$ cat src/rtl/elg_pkg.sv
package elg_pkg;
  typedef enum logic {GATE_LATE = 1'b0, GATE_EARLY = 1'b1} gate_e;
endpackage

$ cat src/rtl/elg_gate_acc.sv
module elg_gate_acc #(
  parameter int SMP_W = 8,
  parameter int ACC_W = 14
) (
  input  logic                    clk,
  input  logic                    rst,
  input  logic                    start,
  input  logic                    add,
  input  logic signed [SMP_W-1:0] smp,
  output logic signed [ACC_W-1:0] acc
);
  localparam int SUM_W = ACC_W + 1;
  localparam logic signed [ACC_W-1:0] ACC_MAX = {1'b0, {(ACC_W-1){1'b1}}};
  localparam logic signed [ACC_W-1:0] ACC_MIN = {1'b1, {(ACC_W-1){1'b0}}};

  logic signed [SUM_W-1:0] sum_wide;
  logic signed [ACC_W-1:0] sum_sat;
  logic signed [ACC_W-1:0] smp_ext;

  assign smp_ext  = ACC_W'(smp);
  assign sum_wide = SUM_W'(acc) + SUM_W'(smp);

  always_comb begin
    if (sum_wide[SUM_W-1] != sum_wide[SUM_W-2])
      sum_sat = sum_wide[SUM_W-1] ? ACC_MIN : ACC_MAX;
    else
      sum_sat = sum_wide[ACC_W-1:0];
  end

  always_ff @(posedge clk) begin
    if (rst)        acc <= '0;
    else if (start) acc <= smp_ext;
    else if (add)   acc <= sum_sat;
  end

  // a full-scale positive sum stays clamped
  assert_sat_high_R7: assert property (@(posedge clk) disable iff (rst)
    (add && !start && acc == ACC_MAX && smp > 0) |=> acc == ACC_MAX);
  // a full-scale negative sum stays clamped
  assert_sat_low_R7: assert property (@(posedge clk) disable iff (rst)
    (add && !start && acc == ACC_MIN && smp < 0) |=> acc == ACC_MIN);
  // a window restarts from the current sample
  assert_restart_R2: assert property (@(posedge clk) disable iff (rst)
    start |=> acc == ACC_W'($past(smp)));
endmodule

$ cat src/rtl/elg_abs_sat.sv
module elg_abs_sat #(
  parameter int W = 14
) (
  input  logic signed [W-1:0] val,
  output logic signed [W-1:0] mag
);
  localparam logic signed [W-1:0] V_MAX = {1'b0, {(W-1){1'b1}}};
  localparam logic signed [W-1:0] V_MIN = {1'b1, {(W-1){1'b0}}};

  always_comb begin
    if (val == V_MIN)   mag = V_MAX;
    else if (val < 0)   mag = -val;
    else                mag = val;
  end
endmodule

$ cat src/rtl/elg_timing_detector.sv
module elg_timing_detector #(
  parameter int SMP_W            = 8,
  parameter int ACC_W            = 14,
  parameter int PHASE_W          = 8,
  parameter bit LATE_MINUS_EARLY = 1'b1
) (
  input  logic               clk,
  input  logic               rst,
  input  logic               smp_valid,
  input  logic [SMP_W-1:0]   smp_data,
  input  logic [PHASE_W-1:0] sym_phase,
  output logic               err_valid,
  output logic [ACC_W-1:0]   err_value
);
  import elg_pkg::*;

  localparam logic signed [ACC_W-1:0] ERR_MIN = {1'b1, {(ACC_W-1){1'b0}}};

  gate_e cur_gate;
  gate_e prev_gate;
  logic  open_early, open_late, armed_q;
  logic signed [SMP_W-1:0] smp_s;
  logic signed [ACC_W-1:0] early_acc, late_acc, early_hold;
  logic signed [ACC_W-1:0] early_mag, late_mag, diff;

  assign smp_s      = $signed(smp_data);
  assign cur_gate   = gate_e'(sym_phase[PHASE_W-1]);
  assign open_early = smp_valid && cur_gate == GATE_EARLY && prev_gate == GATE_LATE;
  assign open_late  = smp_valid && cur_gate == GATE_LATE  && prev_gate == GATE_EARLY;

  always_ff @(posedge clk) begin
    if (rst)            prev_gate <= GATE_LATE;
    else if (smp_valid) prev_gate <= cur_gate;
  end

  elg_gate_acc #(.SMP_W(SMP_W), .ACC_W(ACC_W)) u_early (
    .clk(clk), .rst(rst), .start(open_early),
    .add(smp_valid && cur_gate == GATE_EARLY), .smp(smp_s), .acc(early_acc));

  elg_gate_acc #(.SMP_W(SMP_W), .ACC_W(ACC_W)) u_late (
    .clk(clk), .rst(rst), .start(open_late),
    .add(smp_valid && cur_gate == GATE_LATE), .smp(smp_s), .acc(late_acc));

  always_ff @(posedge clk) begin
    if (rst) begin
      early_hold <= '0;
      armed_q    <= 1'b0;
    end else if (open_late) begin
      early_hold <= early_acc;
      armed_q    <= 1'b1;
    end
  end

  elg_abs_sat #(.W(ACC_W)) u_mag_early (.val(early_hold), .mag(early_mag));
  elg_abs_sat #(.W(ACC_W)) u_mag_late  (.val(late_acc),   .mag(late_mag));

  generate
    if (LATE_MINUS_EARLY) begin : g_late_first
      assign diff = late_mag - early_mag;
    end else begin : g_early_first
      assign diff = early_mag - late_mag;
    end
  endgenerate

  always_ff @(posedge clk) begin
    if (rst) begin
      err_valid <= 1'b0;
      err_value <= '0;
    end else begin
      err_valid <= open_early && armed_q;
      if (open_early && armed_q) err_value <= diff;
    end
  end

  // the strobe never lasts two cycles
  assert_strobe_single_R9: assert property (@(posedge clk) disable iff (rst)
    err_valid |=> !err_valid);
  // the error holds between strobes
  assert_err_hold_R9: assert property (@(posedge clk) disable iff (rst)
    !err_valid |-> $stable(err_value));
  // the most negative code never appears
  assert_no_min_err_R8: assert property (@(posedge clk) disable iff (rst)
    err_valid |-> $signed(err_value) != ERR_MIN);
  // no strobe before an early window has been held
  assert_armed_first_R3: assert property (@(posedge clk) disable iff (rst)
    err_valid |-> $past(armed_q));
endmodule

$ cat config.mk
export PLATFORM = sky130hd
export DESIGN_NAME = elg_timing_detector
export DESIGN_NICKNAME = d
export VERILOG_FILES = /design/src/rtl/elg_pkg.sv /design/src/rtl/elg_gate_acc.sv /design/src/rtl/elg_abs_sat.sv /design/src/rtl/elg_timing_detector.sv
export SDC_FILE = /design/constraint.sdc
export NUM_CORES = 1
export LEC_CHECK = 0
export BUFFER_PORTS_ARGS = -buffer_cell sky130_fd_sc_hd__buf_2
export CAP_MARGIN = 20
export CORE_ASPECT_RATIO = 1.75
export CORE_MARGIN = 1.5
export CORE_UTILIZATION = 40
export CTS_BUF_LIST = sky130_fd_sc_hd__clkbuf_8
export CTS_CLUSTER_SIZE = 16
export DETAILED_ROUTE_END_ITERATION = 12
export GPL_TIMING_DRIVEN = 0
export PLACE_DENSITY = 0.55
export SETUP_SLACK_MARGIN = 0.2
export SYNTH_ARGS = -nofsm -noshare
export SYNTH_HDL_FRONTEND = slang
export SYNTH_SLANG_ARGS = --single-unit
$ cat constraint.sdc
create_clock -name clk -period 6.2 [get_ports clk]
set_input_delay 0.62 -clock clk [delete_from_list [all_inputs] [get_ports clk]]
set_output_delay 0.62 -clock clk [all_outputs]
set_load 0.05 [all_outputs]
# After elaboration in Yosys (flattened, before gate mapping)
# Index checks and enable logic that the tools add are counted.
word_totals:
  word_cells: 39
  out_inout_bits: 15
  regBits: 59
  latch_bits: 0
  n_memories: 0
  romBits: 0
  ram_bits: 0
classes:
  multipliers: 0
  n_eq_ne: 4
  addsub: 5
  bitwise_logic: 2
  n_div: 0
  n_reduce_logical: 7
  magnitude_cmp: 2
  shift: 0
  mux: 12
op_table:
  columns: ["cell", "n"]
  rows:
  - ["two-way mux 14 bit", 12]
  - ["adder 14 x 8 -> 15 bit", 2]
  - ["== test 14 bit, second input constant", 2]
  - ["< comparator 14 x 1 -> 1 bit, second input constant", 2]
  - ["negator 14 bit", 2]
  - ["subtractor 14 bit", 1]
  - ["logical AND 1 bit", 5]
  - ["nonzero test 2 bit", 2]
  - ["inequality test 1 bit", 2]
  - ["inverter 1 bit", 2]

# Logic depth before layout (Yosys ltp)
# Gate-level depths: netlist (run 1).
depth:
  depth_word: 5
  depth_mapped: 17
  mapped_depth_nobuf: 16

# Hierarchy
# Synthesis (run 1) repeated with hierarchy kept, for this count alone.
unflattened:
  hier_cells: 713
  hier_area_um2: 5576.6
by_module_without_submodules:
  columns: ["module", "seq_area_each_um2", "area_per_inst_um2", "cells_each", "n_inst"]
  rows:
  - ["elg_gate_acc", 280.3, 1527.7, 186, 2]
  - ["elg_timing_detector", 620.6, 1783.0, 231, 1]
  - ["elg_abs_sat", 0.0, 369.1, 55, 2]

# Worst setup path before layout (run 1)
# Ideal clock, no wire load.
synth_path:
  path_kind: "register -> register"
  start: "register u_late.acc[7]"
  end: "register err_value[12]"
  required_time_ps: 6130
  setup_slack_ps: 2598
  setup_time_ps: 70
  period_less_slack_ps: 3602
  path_buffers: 0
  arrival_time_ps: 3532
  path_stages_with_launch: 16
  path_cell_list: "dfxtp_1 or4_1 nor3_1 nand3_1 or3b_1 and2_1 ha_1 fa_1 nor2b_1 o21ai_0 a21boi_0 o211ai_1 a31oi_1 xor2_1 nand2_1 a21oi_1"
synth_via:
  elab_chain_cells: 4
  word_cells_on_any_way: 6
  classes_between: "2 x add/sub; 1 x order compare; 1 x eq/ne; 2 x mux"
synth_rtl:
  columns: ["element", "line_no", "rtl"]
  rows:
  - ["start: declaration", "elg_gate_acc.sv:10", "output logic signed [ACC_W-1:0] acc"]
  - ["start signal: assignment", "elg_gate_acc.sv:32", "else if (start) acc <= smp_ext;"]
  - ["start signal: assignment", "elg_gate_acc.sv:33", "else if (add) acc <= sum_sat;"]
  - ["negator 14 bit or < comparator 14 x 1 -> 1 bit (tied branches)", "elg_abs_sat.sv:12", "else if (val < 0) mag = -val;"]
  - ["two-way mux 14 bit", "elg_abs_sat.sv:12", null]
  - ["two-way mux 14 bit *", "elg_abs_sat.sv:11", "if (val == V_MIN) mag = V_MAX;"]
  - ["subtractor 14 bit *", "elg_timing_detector.sv:59", "assign diff = late_mag - early_mag;"]
  - ["end signal: assignment", "elg_timing_detector.sv:71", "if (open_early && armed_q) err_value <= diff;"]
  - ["end: declaration", "elg_timing_detector.sv:13", "output logic [ACC_W-1:0] err_value"]
# Every way passes the cells marked *; elsewhere a longest branch is shown, timed or not.
# A chain may end at the register's enable or synchronous reset.

# Worst setup path in the final report (run 1)
# Ends and elaborated chain as after synthesis.

==> results of run 1 <==
## cells in the final DEF (no fill, tap or decap), drive strengths merged, types with 7 or more instances in the layout
cell    count
a21o        9
or3         7
a21oi      69
nand2      92
dfxtp      59
ha         43
nand2b     10
clkbuf     27
nand3      13
xor2       18
xnor2      29
nor2b      15
nor3       14
o21ai      26
o41ai       7
a211oi     11
o31ai       7
nor2       60
and2        8
buf        34
inv        18
o21a        8
## registers in the layout, indices dropped and copies added, names as in the netlist
signal,cells
armed_q,1
early_hold,14
err_valid,1
err_value,14
prev_gate,1
u_early.acc,14
u_late.acc,14
## kinds of logic after synthesis
logic type | share of synthesized area [%]
AND/OR/NAND/NOR | 24.26
buffers and inverters | 3.824
adder cells (fa/ha/maj) | 12.27
multiplexers | 0.9752
AO/OA/AOI/OAI | 26.00
flip-flops | 24.23
XOR/XNOR | 8.444
## final cells by class
| cell class | count | share of cell area [%] |
|---|---|---|
| tap | 137 | 3.173 |
| buffer | 25 | 2.200 |
| inverter | 18 | 1.251 |
| sequential | 59 | 21.86 |
| timing repair buffer | 26 | 2.409 |
| clock buffer | 10 | 2.547 |
| multi-input combinational | 531 | 64.91 |
| clock inverter | 6 | 1.644 |
## power breakdown
part           switching, mW  internal (mW)  total [mW]
sequential            0.0207          0.395       0.415
combinational          0.237          0.178       0.415
clock                  0.176          0.237       0.413
total                  0.434          0.810        1.24
## stage by stage
| step | area, um^2 | util [%] |
|---|---|---|
| floorplan | 4875 | - |
| global placement | 5176 | 43.36 |
| detailed placement | 5176 | 43.36 |
| CTS | 5403 | 45.26 |
| global route | 5403 | 45.26 |
| finish | 5403 | 45.26 |
## layer usage
| metal | vias up | wire length [um] |
|---|---|---|
| met5 | - | 0 |
| met3 | 31 | 267 |
| met4 | 0 | 686 |
| li1 | 2357 | - |
| met2 | 72 | 6931 |
| met1 | 2148 | 5425 |
## worst max-delay path: stages, from the launching register on
cell and delay (ns):
dfxtp_1 0.39, or4_1 0.58, nor3_1 0.30, nand3_1 0.15
or3b_1 0.42, and2_1 0.19, ha_1 0.22, fa_1 0.40
nor2b_1 0.18, o21ai_0 0.14, a21boi_0 0.50, o211ai_1 0.26
a31oi_1 0.22, xor2_1 0.16, nand2_1 0.07, a21oi_1 0.14
## worst min-delay path by stage
stage | start | endpoint | slack (ns) | cells after the start
detailed placement | err_value[7] | err_value[7] | 0.44 | 2
finish | err_value[9] | err_value[9] | 0.45 | 2
floorplan | u_early.acc[4] | early_hold[4] | 0.44 | 2
global route | err_value[10] | err_value[10] | 0.47 | 2
global placement | err_value[7] | err_value[7] | 0.44 | 2
CTS | err_value[7] | err_value[7] | 0.45 | 2
==> results.cfg, run 1 <==
[clocking]
cts_hold_buf = 0
clk_latency_ns = 0.35
postCtsSetupRepairBufs = 0
root_buffer = clkbuf_8
cts_tree = yes
cts_sinks = 59
clockBufferDepth = 2
path_clk_slew_ns = 0.07
cts_resized = 0
numCtsBuffers = 9
cts_htree_levels = 3

[logic_synthesis]
synth_ff_type = dfxtp_1
synth.avg_cell_area_um2 = 7.701
synth-edff-count = 0
yosysTopAreaCell = dfxtp_1
ys_async_sr_fraction_pct = 0
synthDominantCellAreaShare_pct = 24.23
synth_cells = 633
synth_cell_types = 71
syn-num-nets = 698
ys_seq_area_share_pct = 24.23
syn-cell-area_um2 = 4875
synth_warnings = 0
yosysMostFrequentCell = nand2_1
synthTopCellsByArea = dfxtp_1 24%, ha_1 11%, a21oi_1 7.0%, nand2_1 6.9%, xnor2_1 5.2%
ys_seq_elements = 59
yosys-top-cells-count = 90 x nand2_1, 68 x a21oi_1, 60 x nor2_1

[layout]
area_growth_pct = 10.83
num_antenna_cells = 0
drive_above_1_share_pct = 9.926
fillers = 1246
nNetsFinal = 735
area.sequential_um2 = 1181
multi_input_comb_area_um2 = 3507
final_cells = 812

[grt]
grt_max_degree = 19
grt_pass1_wl_um = 22110
gr-usage-met1_pct = 23.47
antenna_found_initial = 0
globalRouteMet2Util_pct = 40.04
overflow = 0
gr-max-usage-layer = met2
grt_pass1_vias = 4662
grt_usage_pct = 22.01
gr-usage-met3_pct = 2.656

[flow_run]
cap_violations = 0

[floorplan]
die_w_um = 86.45
die_h_um = 149.0
core_um2 = 11940
initial_core_util_pct = 40.84
pin_count = 34
row_count = 53
dieArea_um2 = 12880

[routing]
routed_wirelength_um = 13310
wl_per_cell_um = 16.39
first_pass_iters = 4
antenna_left = 0
vias = 4608
drc = 0
vias_per_cell = 5.675
first_iter_violations = 127

[sta]
worst_hold_slack_ns = 0.4471
slew_viol_final = 0
rsz0062_at_grt = false
finalSetupViolCount = 0
setup_ws_ns = 1.795
fin_crit_ns = 4.405
max_freq_ghz = 0.2270
slew_headroom_pct = 52.56
worst_pin_slew_ns = 0.7061
tns_ns = 0
skew_ns = 0.007611
hold_violations = 0
timing.final.crit_share_pct = 71.04

[placed_design]
globalplace.congestion = 0.8990
numPortBuffers = 26
dp_cells = 796
dp_slack_ns = 1.840
hpwl_um = 10720

[worst_setup_path]
cp.required_ns = 6.49
r2r_setup_slack_ns = 1.80
rr_endpoint = err_value[12]
endpoint = err_value[12]
start_kind = flip-flop
crit_type = reg -> reg
arrival_ns = 4.69
r2r_cells = 15
r2r-start = u_late.acc[7]
critPathCaptureType = flip-flop
startpoint = u_late.acc[7]
critPathMaxFanout = 6

[power]
leakage_nw = 2.254
vdd_ir_drop_max_uv = 100.5
powerDensity_nw_per_um2 = 230.3
finalPower_mw = 1.244

[outcome]
outcome = finished clean

[min_path]
hp-class = reg -> reg
(Power assumes the default switching activity.)
==> inputs of run 2 (changes only) <==
--- a/config.mk
+++ b/config.mk
@@ -5,6 +5,7 @@
 export SDC_FILE = /design/constraint.sdc
 export NUM_CORES = 1
 export LEC_CHECK = 0
+export ABC_AREA = 1
 export BUFFER_PORTS_ARGS = -buffer_cell sky130_fd_sc_hd__buf_2
 export CAP_MARGIN = 20
 export CORE_ASPECT_RATIO = 1.75
==> constraint.sdc (replaced) <==
create_clock -name clk -period 4.6 [get_ports clk]
set_input_delay 0.46 -clock clk [delete_from_list [all_inputs] [get_ports clk]]
set_output_delay 0.46 -clock clk [all_outputs]
set_load 0.05 [all_outputs]
==> results.cfg, run 2 <==
[sta]
finalSetupViolCount = 0
slew_headroom_pct = 59.88
tns_ns = 0
max_freq_ghz = 0.3080
skew_ns = 0.01732
setup_ws_ns = 1.353
fin_crit_ns = 3.247
hold_violations = 0
slew_viol_final = 0
worst_pin_slew_ns = 0.6018
timing.final.crit_share_pct = 70.58
rsz0062_at_grt = false

[placed_design]
globalplace.congestion = 0.8696
numPortBuffers = 25
hpwl_um = 12950
dp_slack_ns = 1.378

[routing]
first_iter_violations = 224
wl_per_cell_um = 14.59
vias = 5472
first_pass_iters = 7
routed_wirelength_um = 15510
drc = 0
vias_per_cell = 5.148
antenna_left = 0

[power]
finalPower_mw = 1.969
powerDensity_nw_per_um2 = 336.3
vdd_ir_drop_max_uv = 168.3
leakage_nw = 3.054

[worst_setup_path]
r2r-start = early_hold[0]
critPathCaptureType = flip-flop
crit_type = reg -> reg
critPathMaxFanout = 7
worst_path_max_delay_cell = a21boi_1
critPathMaxStageDelay_ns = 0.33
start_kind = flip-flop
startpoint = early_hold[0]
critPathTopFamily = simple AND/OR/NAND/NOR gates
cp_cell_sequence = inv_1, ha_1, nand3_1, nor2_1, nand2_1, nor3_4, inv_1, nand2_1, inv_1, ha_1, a21oi_1, a21boi_1, o21ai_0, a21oi_1, or2_1, nand3_1, nand2_1, inv_1
arrival_ns = 3.49
cp.buffers_inverters = 4
critPathMostFrequentCell = inv_1
cp.required_ns = 4.85

[logic_synthesis]
synth.avg_cell_area_um2 = 6.183
yosysMostFrequentCell = nand2_1
synth-edff-count = 0
ys_seq_elements = 59
synth_cells = 852
yosys.area_share.simple_pct = 31.35
synth_warnings = 0
synthTopCellsByArea = dfxtp_1 22%, nand2_1 16%, ha_1 10%, a21oi_1 8.8%, inv_1 7.4%
synth_fa_ha_area_share_pct = 11.35
syn-num-nets = 917
yosysTopAreaCell = dfxtp_1
syn-cell-area_um2 = 5268
synthDominantCellAreaShare_pct = 22.42
ys_seq_area_share_pct = 22.42
synth_top_family_by_area = simple AND/OR/NAND/NOR gates
synth_mux_area_share_pct = 0
synth_cell_types = 41
synth_compound_area_share_pct = 20.33
ys_async_sr_fraction_pct = 0
synthXorXnorAreaFrac_pct = 5.321
yosys-top-cells-count = 223 x nand2_1, 104 x inv_1, 93 x a21oi_1
synth_ff_type = dfxtp_1

[layout]
most-common-layout-cells = 223 x nand2_1, 104 x inv_1, 93 x a21oi_1
num_antenna_cells = 0
area_growth_pct = 11.16
nNetsFinal = 953
post-route-util_pct = 45.50
drive_above_1_share_pct = 7.960
final_common_cell = nand2_1

[clocking]
numCtsBuffers = 9
cts_htree_levels = 3
postCtsSetupRepairBufs = 0
clk_latency_ns = 0.35
root_buffer = clkbuf_8
path_clk_slew_ns = 0.07
cts_hold_buf = 0
clockBufferDepth = 2
cts_sinks = 59
cts_resized = 0
cts_tree = yes

[grt]
grt_pass1_wl_um = 25620
antenna_found_initial = 0
grt_usage_pct = 23.07
grt_max_degree = 17
grt_pass1_vias = 5461
overflow = 0

[floorplan]
dieArea_um2 = 13890
row_count = 55
initial_core_util_pct = 40.93
pin_count = 34
core_um2 = 12870
die_w_um = 89.75
die_h_um = 154.8

[min_path]
hp-class = in -> reg
hold_start = smp_valid

[flow_run]
cap_violations = 0

[outcome]
outcome = finished clean
## run 2: changes by cell type after synthesis, moves of 17 or more
cell / delta
nand3_1: +36
nor2_1: +20
o21ai_0: +47
inv_1: +86
xnor2_1: -17
a21oi_1: +25
nand2_1: +133
## run 2: kinds of logic (layout without fill, tap and decap cells)
kind of cell	after synthesis	after routing
and+or+nand+nor	392	392
DFF	59	59
buffers and inverters	126	166
xor gates and xnor gates	32	32
adders and majority gates	46	46
AOI/OAI and AO/OA	197	197
## run 2: report_power, final
part / leakage, nW / internal (mW) / switching (mW) / total (mW)
Sequential: 0.481 / 0.537 / 0.0289 / 0.566
Clock: 0.122 / 0.387 / 0.219 / 0.606
Combinational: 2.45 / 0.279 / 0.518 / 0.797
## run 2: final timing paths
kind	to	slack [ns]	cells past startpoint
worst max-delay path	err_value[9]	1.35	18
worst min-delay path	prev_gate	0.42	3
worst max register to register	err_value[9]	1.35	18
worst min register to register	armed_q	0.48	1
## run 2: per-stage QoR
step | hold slack (ns) | instances | cell area (um^2)
after CTS | 0.3963 | 1063 | 5856
after global placement | 0.4595 | 1048 | 5607
after global routing | 0.4248 | 1063 | 5856
after floorplan | 0.4410 | 852 | 5268
after detailed placement | 0.4646 | 1048 | 5607
final | 0.4154 | 1063 | 5856
## run 2: cell type report
cell class,instances,area (um^2)
buffer,18,80.08
clock buffer,11,151.4
clock inverter,4,97.59
fill,1419,7013
inverter,108,405.4
multi-input combinational,667,3601
sequential,59,1181
tap,171,214.0
timing repair buffer,25,125.1
## run 2: worst reg2reg max path: stages, from the launching register on
cell and delay, ns:
dfxtp_1 0.30, inv_1 0.11, ha_1 0.21, nand3_1 0.11, nor2_1 0.21, nand2_1 0.18
nor3_4 0.30, inv_1 0.12, nand2_1 0.07, inv_1 0.04, ha_1 0.32, a21oi_1 0.20
a21boi_1 0.33, o21ai_0 0.19, a21oi_1 0.19, or2_1 0.12, nand3_1 0.06, nand2_1 0.06
inv_1 0.03
## run 2: metal layers
layer / up-vias / track usage, % / wire [um]
met2: 99 / 45.15 / 8288
met3: 44 / 2.458 / 335
met1: 2463 / 22.99 / 6065
li1: 2866 / - / -
met4: 0 / 13.83 / 817
met5: - / 0 / 0
